$ cat src/rtl/pm_pkg.sv
package pm_pkg;
   localparam int unsigned NCH = 2;
   typedef logic [$clog2(NCH)-1:0] chan_t;

   function automatic chan_t other_chan(input chan_t c);
      return ~c;
   endfunction
endpackage

$ cat src/rtl/pm_gate.sv
module pm_gate
   import pm_pkg::*;
(
   input  logic [NCH-1:0] ch_en,
   input  logic [NCH-1:0] cal_permit,
   input  logic           force_tx,
   input  logic [NCH-1:0] grant_oh,
   input  logic           load,
   output logic [NCH-1:0] eff_en,
   output logic [NCH-1:0] in_ready
);
   generate
      for (genvar i = 0; i < NCH; i++) begin : g_ch
         assign eff_en[i]   = ch_en[i] & (cal_permit[i] | force_tx);
         // a blocked channel drains freely so its source never stalls
         assign in_ready[i] = eff_en[i] ? (load & grant_oh[i]) : 1'b1;
      end
   endgenerate
endmodule

$ cat src/rtl/pm_sched.sv
module pm_sched
   import pm_pkg::*;
#(
   parameter int unsigned BURST_MAX = 8
) (
   input  logic           clk,
   input  logic           rst_n,
   input  logic [NCH-1:0] eff_en,
   input  logic [NCH-1:0] in_valid,
   input  logic [NCH-1:0] in_eop,
   input  logic           take,
   output logic           grant_vld,
   output chan_t          grant_idx
);
   localparam int unsigned CNT_W = $clog2(BURST_MAX);
   localparam logic [CNT_W-1:0] LAST = CNT_W'(BURST_MAX - 1);

   logic [NCH-1:0] req;
   chan_t          cur_q, prio_q;
   logic           locked_q;
   logic [CNT_W-1:0] cnt_q;
   logic           fire, boundary;

   assign req = in_valid & eff_en;

   always_comb begin
      grant_vld = 1'b0;
      grant_idx = prio_q;
      if (locked_q && eff_en[cur_q]) begin
         grant_idx = cur_q;
         grant_vld = in_valid[cur_q];
      end else if (req[prio_q]) begin
         grant_idx = prio_q;
         grant_vld = 1'b1;
      end else if (req[other_chan(prio_q)]) begin
         grant_idx = other_chan(prio_q);
         grant_vld = 1'b1;
      end
   end

   assign fire     = take & grant_vld;
   assign boundary = in_eop[grant_idx] | (cnt_q == LAST);

   always_ff @(posedge clk) begin
      if (!rst_n) begin
         cur_q    <= '0;
         prio_q   <= '0;
         locked_q <= 1'b0;
         cnt_q    <= '0;
      end else if (fire) begin
         cur_q <= grant_idx;
         if (boundary) begin
            locked_q <= 1'b0;
            cnt_q    <= '0;
            prio_q   <= other_chan(grant_idx);
         end else begin
            locked_q <= 1'b1;
            cnt_q    <= cnt_q + 1'b1;
         end
      end else if (locked_q && !eff_en[cur_q]) begin
         locked_q <= 1'b0;
         cnt_q    <= '0;
      end
   end

   // a mid-burst beat is never followed by a beat from the other channel
   a_r5_no_early_switch: assert property (@(posedge clk) disable iff (!rst_n)
      (fire && !in_eop[grant_idx] && cnt_q != LAST && eff_en[grant_idx])
      |=> !(fire && eff_en[$past(grant_idx)] && grant_idx != $past(grant_idx)));
endmodule

$ cat src/rtl/pm_outreg.sv
module pm_outreg
   import pm_pkg::*;
#(
   parameter int unsigned DATA_W  = 64,
   parameter int unsigned EMPTY_W = 3
) (
   input  logic               clk,
   input  logic               rst_n,
   input  logic               sel_vld,
   input  logic [DATA_W-1:0]  sel_data,
   input  logic               sel_sop,
   input  logic               sel_eop,
   input  logic               sel_err,
   input  logic [EMPTY_W-1:0] sel_empty,
   input  chan_t              sel_chan,
   input  logic               out_ready,
   output logic               load,
   output logic               out_valid,
   output logic [DATA_W-1:0]  out_data,
   output logic               out_sop,
   output logic               out_eop,
   output logic               out_err,
   output logic [EMPTY_W-1:0] out_empty,
   output chan_t              out_chan
);
   assign load = !out_valid | out_ready;

   always_ff @(posedge clk) begin
      if (!rst_n) begin
         out_valid <= 1'b0;
         out_data  <= '0;
         out_sop   <= 1'b0;
         out_eop   <= 1'b0;
         out_err   <= 1'b0;
         out_empty <= '0;
         out_chan  <= '0;
      end else if (load) begin
         out_valid <= sel_vld;
         if (sel_vld) begin
            out_data  <= sel_data;
            out_sop   <= sel_sop;
            out_eop   <= sel_eop;
            out_err   <= sel_err;
            out_empty <= sel_empty;
            out_chan  <= sel_chan;
         end
      end
   end

   a_r7_hold_stable: assert property (@(posedge clk) disable iff (!rst_n)
      (out_valid && !out_ready) |=> (out_valid && $stable(out_data) && $stable(out_chan)
         && $stable(out_sop) && $stable(out_eop) && $stable(out_err) && $stable(out_empty)));
endmodule

$ cat src/rtl/pkt_interleave2.sv
module pkt_interleave2
   import pm_pkg::*;
#(
   parameter int unsigned DATA_W    = 64,
   parameter int unsigned BURST_MAX = 8,
   localparam int unsigned BYTES    = DATA_W / 8,
   localparam int unsigned EMPTY_W  = $clog2(BYTES)
) (
   input  logic                   clk,
   input  logic                   rst_n,
   input  logic [1:0]             ch_en,
   input  logic [1:0]             cal_permit,
   input  logic                   force_tx,
   input  logic [1:0]             in_valid,
   output logic [1:0]             in_ready,
   input  logic [2*DATA_W-1:0]    in_data,
   input  logic [1:0]             in_sop,
   input  logic [1:0]             in_eop,
   input  logic [1:0]             in_err,
   input  logic [2*EMPTY_W-1:0]   in_empty,
   output logic                   out_valid,
   input  logic                   out_ready,
   output logic [DATA_W-1:0]      out_data,
   output logic                   out_sop,
   output logic                   out_eop,
   output logic                   out_err,
   output logic [EMPTY_W-1:0]     out_empty,
   output logic                   out_chan
);
   generate
      if (DATA_W % 8 != 0 || DATA_W < 16) begin : g_bad_width
         $error("DATA_W must be a multiple of 8 and at least 16");
      end
      if (BURST_MAX < 2) begin : g_bad_burst
         $error("BURST_MAX must be at least 2");
      end
   endgenerate

   logic [NCH-1:0] eff_en, grant_oh;
   logic           grant_vld, load;
   chan_t          grant_idx, chan_q;

   generate
      for (genvar i = 0; i < NCH; i++) begin : g_oh
         assign grant_oh[i] = grant_vld && (grant_idx == chan_t'(i));
      end
   endgenerate

   pm_gate u_gate (
      .ch_en(ch_en), .cal_permit(cal_permit), .force_tx(force_tx),
      .grant_oh(grant_oh), .load(load), .eff_en(eff_en), .in_ready(in_ready)
   );

   pm_sched #(.BURST_MAX(BURST_MAX)) u_sched (
      .clk(clk), .rst_n(rst_n), .eff_en(eff_en), .in_valid(in_valid),
      .in_eop(in_eop), .take(load), .grant_vld(grant_vld), .grant_idx(grant_idx)
   );

   pm_outreg #(.DATA_W(DATA_W), .EMPTY_W(EMPTY_W)) u_out (
      .clk(clk), .rst_n(rst_n), .sel_vld(grant_vld),
      .sel_data(in_data[int'(grant_idx)*DATA_W +: DATA_W]),
      .sel_sop(in_sop[grant_idx]), .sel_eop(in_eop[grant_idx]),
      .sel_err(in_err[grant_idx]),
      .sel_empty(in_empty[int'(grant_idx)*EMPTY_W +: EMPTY_W]),
      .sel_chan(grant_idx), .out_ready(out_ready), .load(load),
      .out_valid(out_valid), .out_data(out_data), .out_sop(out_sop),
      .out_eop(out_eop), .out_err(out_err), .out_empty(out_empty), .out_chan(chan_q)
   );

   assign out_chan = chan_q[0];

   generate
      for (genvar i = 0; i < NCH; i++) begin : g_chk
         a_r1_off_ready: assert property (@(posedge clk) disable iff (!rst_n)
            !ch_en[i] |-> in_ready[i]);
      end
   endgenerate

   a_r9_single_ready: assert property (@(posedge clk) disable iff (!rst_n)
      $countones(in_ready & eff_en) <= 1);

   a_r9_stall_blocks: assert property (@(posedge clk) disable iff (!rst_n)
      (out_valid && !out_ready) |-> ((in_ready & eff_en) == '0));

   a_r3_src_accepted: assert property (@(posedge clk) disable iff (!rst_n)
      $rose(out_valid) |-> $past(|(in_valid & in_ready & eff_en)));
endmodule

$ cat config.mk
export PLATFORM = sky130hd
export DESIGN_NAME = pkt_interleave2
export DESIGN_NICKNAME = d
export VERILOG_FILES = /design/src/rtl/pm_pkg.sv /design/src/rtl/pm_gate.sv /design/src/rtl/pm_sched.sv /design/src/rtl/pm_outreg.sv /design/src/rtl/pkt_interleave2.sv
export SDC_FILE = /design/constraint.sdc
export NUM_CORES = 1
export LEC_CHECK = 0
export ABC_AREA = 1
export BUFFER_PORTS_ARGS = -buffer_cell sky130_fd_sc_hd__buf_2
export CAP_MARGIN = 0
export CORE_UTILIZATION = 40
export DETAILED_ROUTE_END_ITERATION = 8
export GPL_TIMING_DRIVEN = 0
export PLACE_DENSITY = 0.78
export SYNTH_ARGS = -nofsm -noshare
export SYNTH_HDL_FRONTEND = slang
export SYNTH_SLANG_ARGS = --single-unit
$ cat constraint.sdc
create_clock -name clk -period 4.21 [get_ports clk]
set_clock_uncertainty 0.05 [all_clocks]
set_input_delay 0.421 -clock clk [delete_from_list [all_inputs] [get_ports clk]]
set_output_delay 0.421 -clock clk [all_outputs]
set_load 0.01 [all_outputs]
==> results.json, run 1 <==
{
  "status": "finished, final reports clean",
  "grt_pass1_vias": 4020,
  "path_max_fanout": 10,
  "routed_wirelength_mm": 10.6,
  "min_from": "rst_n",
  "fin_util": 0.571,
  "crit_path_end": "in_ready[0]",
  "yosysTopAreaCell": "dfxtp_1",
  "vias": 4376,
  "hold_path.class": "input pin to register",
  "synth_nets": 757,
  "dp_cells": 957,
  "clk_pin_slew_worst_paths_ns": 0.07,
  "antenna_found_initial": 0,
  "cts_hold_buf": 0,
  "nets": 991,
  "syn_to_final_growth_pct": 38.6,
  "synth-main-ff-cell": "dfxtp_1",
  "tightest_slew_ns": 0.479,
  "cts_sinks": 77,
  "placed_area_um2": 5090,
  "io-pin-count": 224,
  "syn_area_per_cell_um2": 6.30,
  "die_w_um": 99.6,
  "drt_iter0_markers": 110,
  "syn_inst": 605,
  "min_period_over_period": 0.572,
  "startpoint_type": "register",
  "gp_congestion": 0.848,
  "r2r-end": "u_out.out_data[6]",
  "cts_root_buffer": "clkbuf_8",
  "largest_reg_flops": 64,
  "io_buffers": 223,
  "yosysMostFrequentCell": "nand2_1",
  "final_cells": 973,
  "cts_buffers": 9,
  "grt_pass1_wl_mm": 17.4,
  "firstDrtPassIters": 5,
  "synth-async-reset-ratio": 0,
  "ant_nets": 0,
  "clockBufferDepth": 2,
  "hold_violations": 0,
  "grt_max_degree": 13,
  "drc": 0,
  "synth_area_um2": 3810,
  "fin_hold_ws_ns": 0.314,
  "cp-startpoint": "u_sched.cur_q",
  "ys_seq_area_frac": 0.405,
  "reg2reg_slack_ns": 2.46,
  "cts_max_level": 3,
  "rsz0062_at_grt": "no",
  "synth_top_area_share": 0.405,
  "synth-seq-cells": 77,
  "end_kind": "output pin",
  "hpwl_mm": 8.01,
  "r2r_cells": 11,
  "overflow": 0,
  "ir_drop_mv": 0.196,
  "slew_violations": 0,
  "max_freq_mhz": 415,
  "cts_tree": "built",
  "yosys-top-cells-count": "nand2_1 (365), dfxtp_1 (77), a21oi_1 (75)",
  "avgRoutedWirePerCell_um": 10.9,
  "die_h_um": 99.6,
  "relSlewSlack": 0.681,
  "n_antenna_cell": 0,
  "powerDensity_nw_per_um2": 391,
  "start_util": 0.412,
  "min_period_ns": 2.41,
  "regMostFlops": "u_out.out_data",
  "synthTopCellsByArea": "dfxtp_1 (40%), nand2_1 (36%), a21oi_1 (9.9%), buf_2 (2.8%), buf_6 (2.4%)",
  "drive_gt1_frac": 0.332,
  "cts-resized-gates": 0,
  "viasPerCell": 4.50,
  "cp_data_arrival_time_ns": 1.94,
  "reg_top3": "u_out.out_data (64), u_out.out_empty (3), u_sched.cnt_q (3)",
  "yosys.cell_types.count": 21,
  "cap_viol_max_count": 0,
  "post_cts_buffers": 0,
  "synth_edf_count": 0,
  "rows": 35,
  "grt_usage": 0.216,
  "synth_warnings": 0,
  "finalSetupTns_ns": 0,
  "setup_violations": 0,
  "required_ns": 3.74,
  "core_um2": 9240,
  "leakage_uw": 0.00293,
  "final_area_um2": 5280,
  "die-area_um2": 9920,
  "insertion_delay_ns": 0.33,
  "r2r-start": "u_sched.cur_q",
  "setup.worst_path.class": "register to output pin"
}
-- worst min-delay path by stage --
stage / end / slack [ns] / cells past startpoint
3_3_place_gp: u_out.out_sop / 0.40 / 2
3_5_place_dp: u_out.out_data[57] / 0.40 / 2
4_1_cts: u_sched.prio_q / 0.29 / 3
6_report: u_sched.prio_q / 0.31 / 3
2_1_floorplan: u_sched.cnt_q[1] / 0.40 / 2
5_1_grt: u_sched.locked_q / 0.31 / 3
-- report_power, final --
group,internal (uW),leakage [uW],total (uW),switching [uW]
registers,807,0.000631,846,38.9
clock network,289,0.0000964,548,259
logic,273,0.00221,670,397
total,1370,0.00293,2060,695
-- cell type report --
cell class,count,area [um^2]
multi-input combinational,472,1970
fill,979,3960
inverter,19,71.3
timing repair buffer,223,1120
clock buffer,12,145
buffer,37,229
clock inverter,4,47.5
sequential,77,1540
tap,129,161
-- per-layer routing --
layer  vias to the layer above  GRT usage  part of all wire
li1                       2344          -                 -
met5                         -          0                 0
met3                         9     0.0548             0.061
met4                         0     0.0622             0.010
met1                      1889      0.252              0.45
met2                       134      0.388              0.48
-- metrics by stage --
stage | power [uW] | setup WS [ns]
4_1_cts | 2090 | 1.74
3_5_place_dp | 1540 | 1.92
5_1_grt | 2210 | 1.62
2_1_floorplan | 1290 | 2.26
6_report | 2060 | 1.80
3_3_place_gp | 1530 | 1.94
-- worst max-delay path: stages (launching register included) --
cell and delay, ns:
dfxtp_1 0.40, nand3_1 0.14, nand2_2 0.11, nand2_4 0.07, o211ai_4 0.35, buf_2 0.28
o21ai_0 0.10, buf_2 0.15
-- kinds of logic after synthesis --
group / count (synthesis) / share of synthesized area
adder cells (fa/ha/maj): 2 / 0.00657
AND/OR/NAND/NOR: 388 / 0.397
buffers and inverters: 56 / 0.0788
flip-flops: 77 / 0.405
AO/OA/AOI/OAI: 82 / 0.113
-- placed cells by master, fill, tap and decap left out, types with 3 or more instances in the layout --
cell type,count
nand2_1,365
buf_2,244
dfxtp_1,77
a21oi_1,75
inv_1,15
nand3_1,10
clkbuf_8,10
clkbuf_1,9
buf_6,8
inv_2,4
nand2_2,4
o21ai_0,4
nand4_1,3
No activity file was read; power rests on OpenSTA's default activity.
==> inputs of run 2 (changes only) <==
PLACE_DENSITY = 0.81   (was 0.78)
clock period = 1.96 ns   (was 4.21 ns; I/O delays follow)
==> run 2 against run 1 <==
  * Die area unchanged
  * Critical path depth up 2
  * Count of clock-buffer cells in the layout down 1
  * Utilization up 1.5 points
  * Design area up 2.6%
  * Largest power group unchanged
  * Critical path type unchanged
  * Combinational power up 130%
==> results.json, run 2 (synthesized netlist as in run 1, its figures left out) <==
{
  "status": "finished, final reports clean",
  "finalSetupTns_ns": 0,
  "path_max_fanout": 5,
  "met2WireLength_mm": 5.19,
  "worst-path-buf-inv": 3,
  "rows": 35,
  "comb_power_share": 0.327,
  "insertion_delay_ns": 0.34,
  "multi_input_area_um2": 2000,
  "cts_root_buffer": "clkbuf_8",
  "nets": 999,
  "max_freq_mhz": 532,
  "final_cells": 980,
  "syn_to_final_growth_pct": 42.2,
  "start_util": 0.412,
  "clk_pin_slew_worst_paths_ns": 0.08,
  "hold_violations": 0,
  "hpwl_mm": 8.06,
  "power.total_uw": 4640,
  "drc": 0,
  "regArea_um2": 1550,
  "io-pin-count": 224,
  "cts_hold_buf": 0,
  "avgRoutedWirePerCell_um": 11.2,
  "firstDrtPassIters": 4,
  "cts_buffers": 9,
  "gp_congestion": 0.841,
  "cts_max_level": 3,
  "mostFrequentLayoutCells": "nand2_1 (365), buf_2 (242), dfxtp_1 (76)",
  "ir_drop_mv": 0.357,
  "grt_max_degree": 13,
  "cts_sinks": 77,
  "seqPwrFrac": 0.392,
  "top_layer": "met4",
  "p_int_uw": 3110,
  "required_ns": 1.71,
  "reg_top3": "u_out.out_data (64), u_out.out_empty (3), u_sched.cnt_q (3)",
  "routed_wirelength_mm": 10.9,
  "grt_pass1_wl_mm": 17.8,
  "startpoint_type": "register",
  "worstHoldEndpoint": "u_sched.prio_q",
  "crit_top_cell": "nand2_4",
  "die_h_um": 99.6,
  "critPathSlowestCell": "dfxtp_4",
  "min_from": "rst_n",
  "relSlewSlack": 0.674,
  "tightest_slew_ns": 0.490,
  "io_buffers": 223,
  "fill_cells": 978,
  "setup_violations": 0,
  "rsz0062_at_grt": "no",
  "min_period_over_period": 0.959,
  "clockBufferDepth": 2,
  "powerDensity_nw_per_um2": 856,
  "swShare": 0.330,
  "vias": 4420,
  "slew_violations": 0,
  "drt_iter0_markers": 115,
  "grt_usage": 0.224,
  "end_kind": "output pin",
  "cts_tree": "built",
  "hold_path.class": "input pin to register",
  "cap_viol_max_count": 0,
  "worst_path_largest_cell_delay_ns": 0.37,
  "final_common_cell": "nand2_1",
  "overflow": 0,
  "leakage_uw": 0.00299,
  "dp_cells": 957,
  "min_period_ns": 1.88,
  "min_path_cells": 3,
  "n_antenna_cell": 0,
  "viasPerCell": 4.51,
  "clockPowerShare": 0.281,
  "r2r-end": "u_out.out_data[20]",
  "largest_reg_flops": 64,
  "setup.worst_path.class": "register to output pin",
  "grt_pass1_vias": 4055,
  "fin_util": 0.586,
  "drive_gt1_frac": 0.344,
  "cp_data_arrival_time_ns": 1.63,
  "cp_top_family": "simple AND/OR/NAND/NOR gates",
  "reg2reg_slack_ns": 0.19,
  "p_switching_uw": 1530,
  "met1_length_mm": 4.79,
  "core_um2": 9240,
  "regMostFlops": "u_out.out_data",
  "antenna_found_initial": 0,
  "met3_length_um": 748,
  "die_w_um": 99.6,
  "r2r-start": "u_sched.cur_q",
  "cp_cell_sequence": "inv_2 -> nand3_2 -> nand2_2 -> nand2_4 -> nand3_4 -> nand2_4 -> buf_12 -> o21ai_2 -> buf_2",
  "ant_nets": 0,
  "die-area_um2": 9920,
  "r2r_cells": 10
}
[run 2: cell types whose count changed in the layout (fill, tap and decap cells not counted), moves of 2 or more]
cell	change
buf_2	-2
o21ai_0	-2
o21ai_2	+2
buf_4	+9
[run 2: worst min-delay path, stage by stage]
cell     delay (ns)
buf_2          0.13
nand2_1        0.07
nor2_1         0.03
[run 2: what timing repair did]
action,CTS,global route
gates resized for setup,18,2
cloned,0,0
pin swaps,2,2
setup endpoints to repair,2,22
setup buffers,5,5
[run 2: through the flow]
stage,setup WS (ns),hold WS [ns],area [um^2]
2_1_floorplan,0.290,0.267,3810
6_report,0.0809,0.0748,5420
4_1_cts,0.00939,0.0612,5380
5_1_grt,0.00894,0.0701,5420
3_5_place_dp,0.0637,0.402,5090
3_3_place_gp,0.0927,0.399,5090
[run 2: how the worst max path moves through the flow]
stage	from	endpoint	slack (ns)	cells after the start
floorplan	u_sched.cur_q	in_ready[1]	0.29	8
global placement	u_sched.cur_q	in_ready[0]	0.09	7
detailed placement	u_sched.cur_q	in_ready[0]	0.06	9
CTS	u_sched.cur_q	in_ready[0]	0.009	10
global route	u_sched.cur_q	in_ready[1]	0.009	9
finish	u_sched.cur_q	in_ready[1]	0.08	9
[run 2: area by class of cell]
type	count	share of cell area
Inverter	19	0.0145
Timing Repair Buffer	233	0.221
Clock inverter	4	0.0134
Multi-Input combinational cell	472	0.368
Buffer	35	0.0420
Sequential cell	77	0.285
Clock buffer	11	0.0261
Tap cell	129	0.0298
[run 2: power by group through the flow]
| stage | Clock [uW] | Sequential, uW | Combinational, uW |
|---|---|---|---|
| 2_1_floorplan | 0 | 1930 | 847 |
| 3_3_place_gp | 0 | 1840 | 1450 |
| 3_5_place_dp | 0 | 1850 | 1460 |
| 4_1_cts | 1340 | 1820 | 1510 |
| 5_1_grt | 1410 | 1840 | 1720 |
| 6_report | 1310 | 1820 | 1520 |
[run 2: metal layers]
| metal | track usage | vias to the layer above |
|---|---|---|
| met5 | 0 | - |
| met4 | 0.102 | 0 |
| met3 | 0.0464 | 18 |
| met2 | 0.401 | 166 |
| met1 | 0.256 | 1874 |
| li1 | - | 2362 |
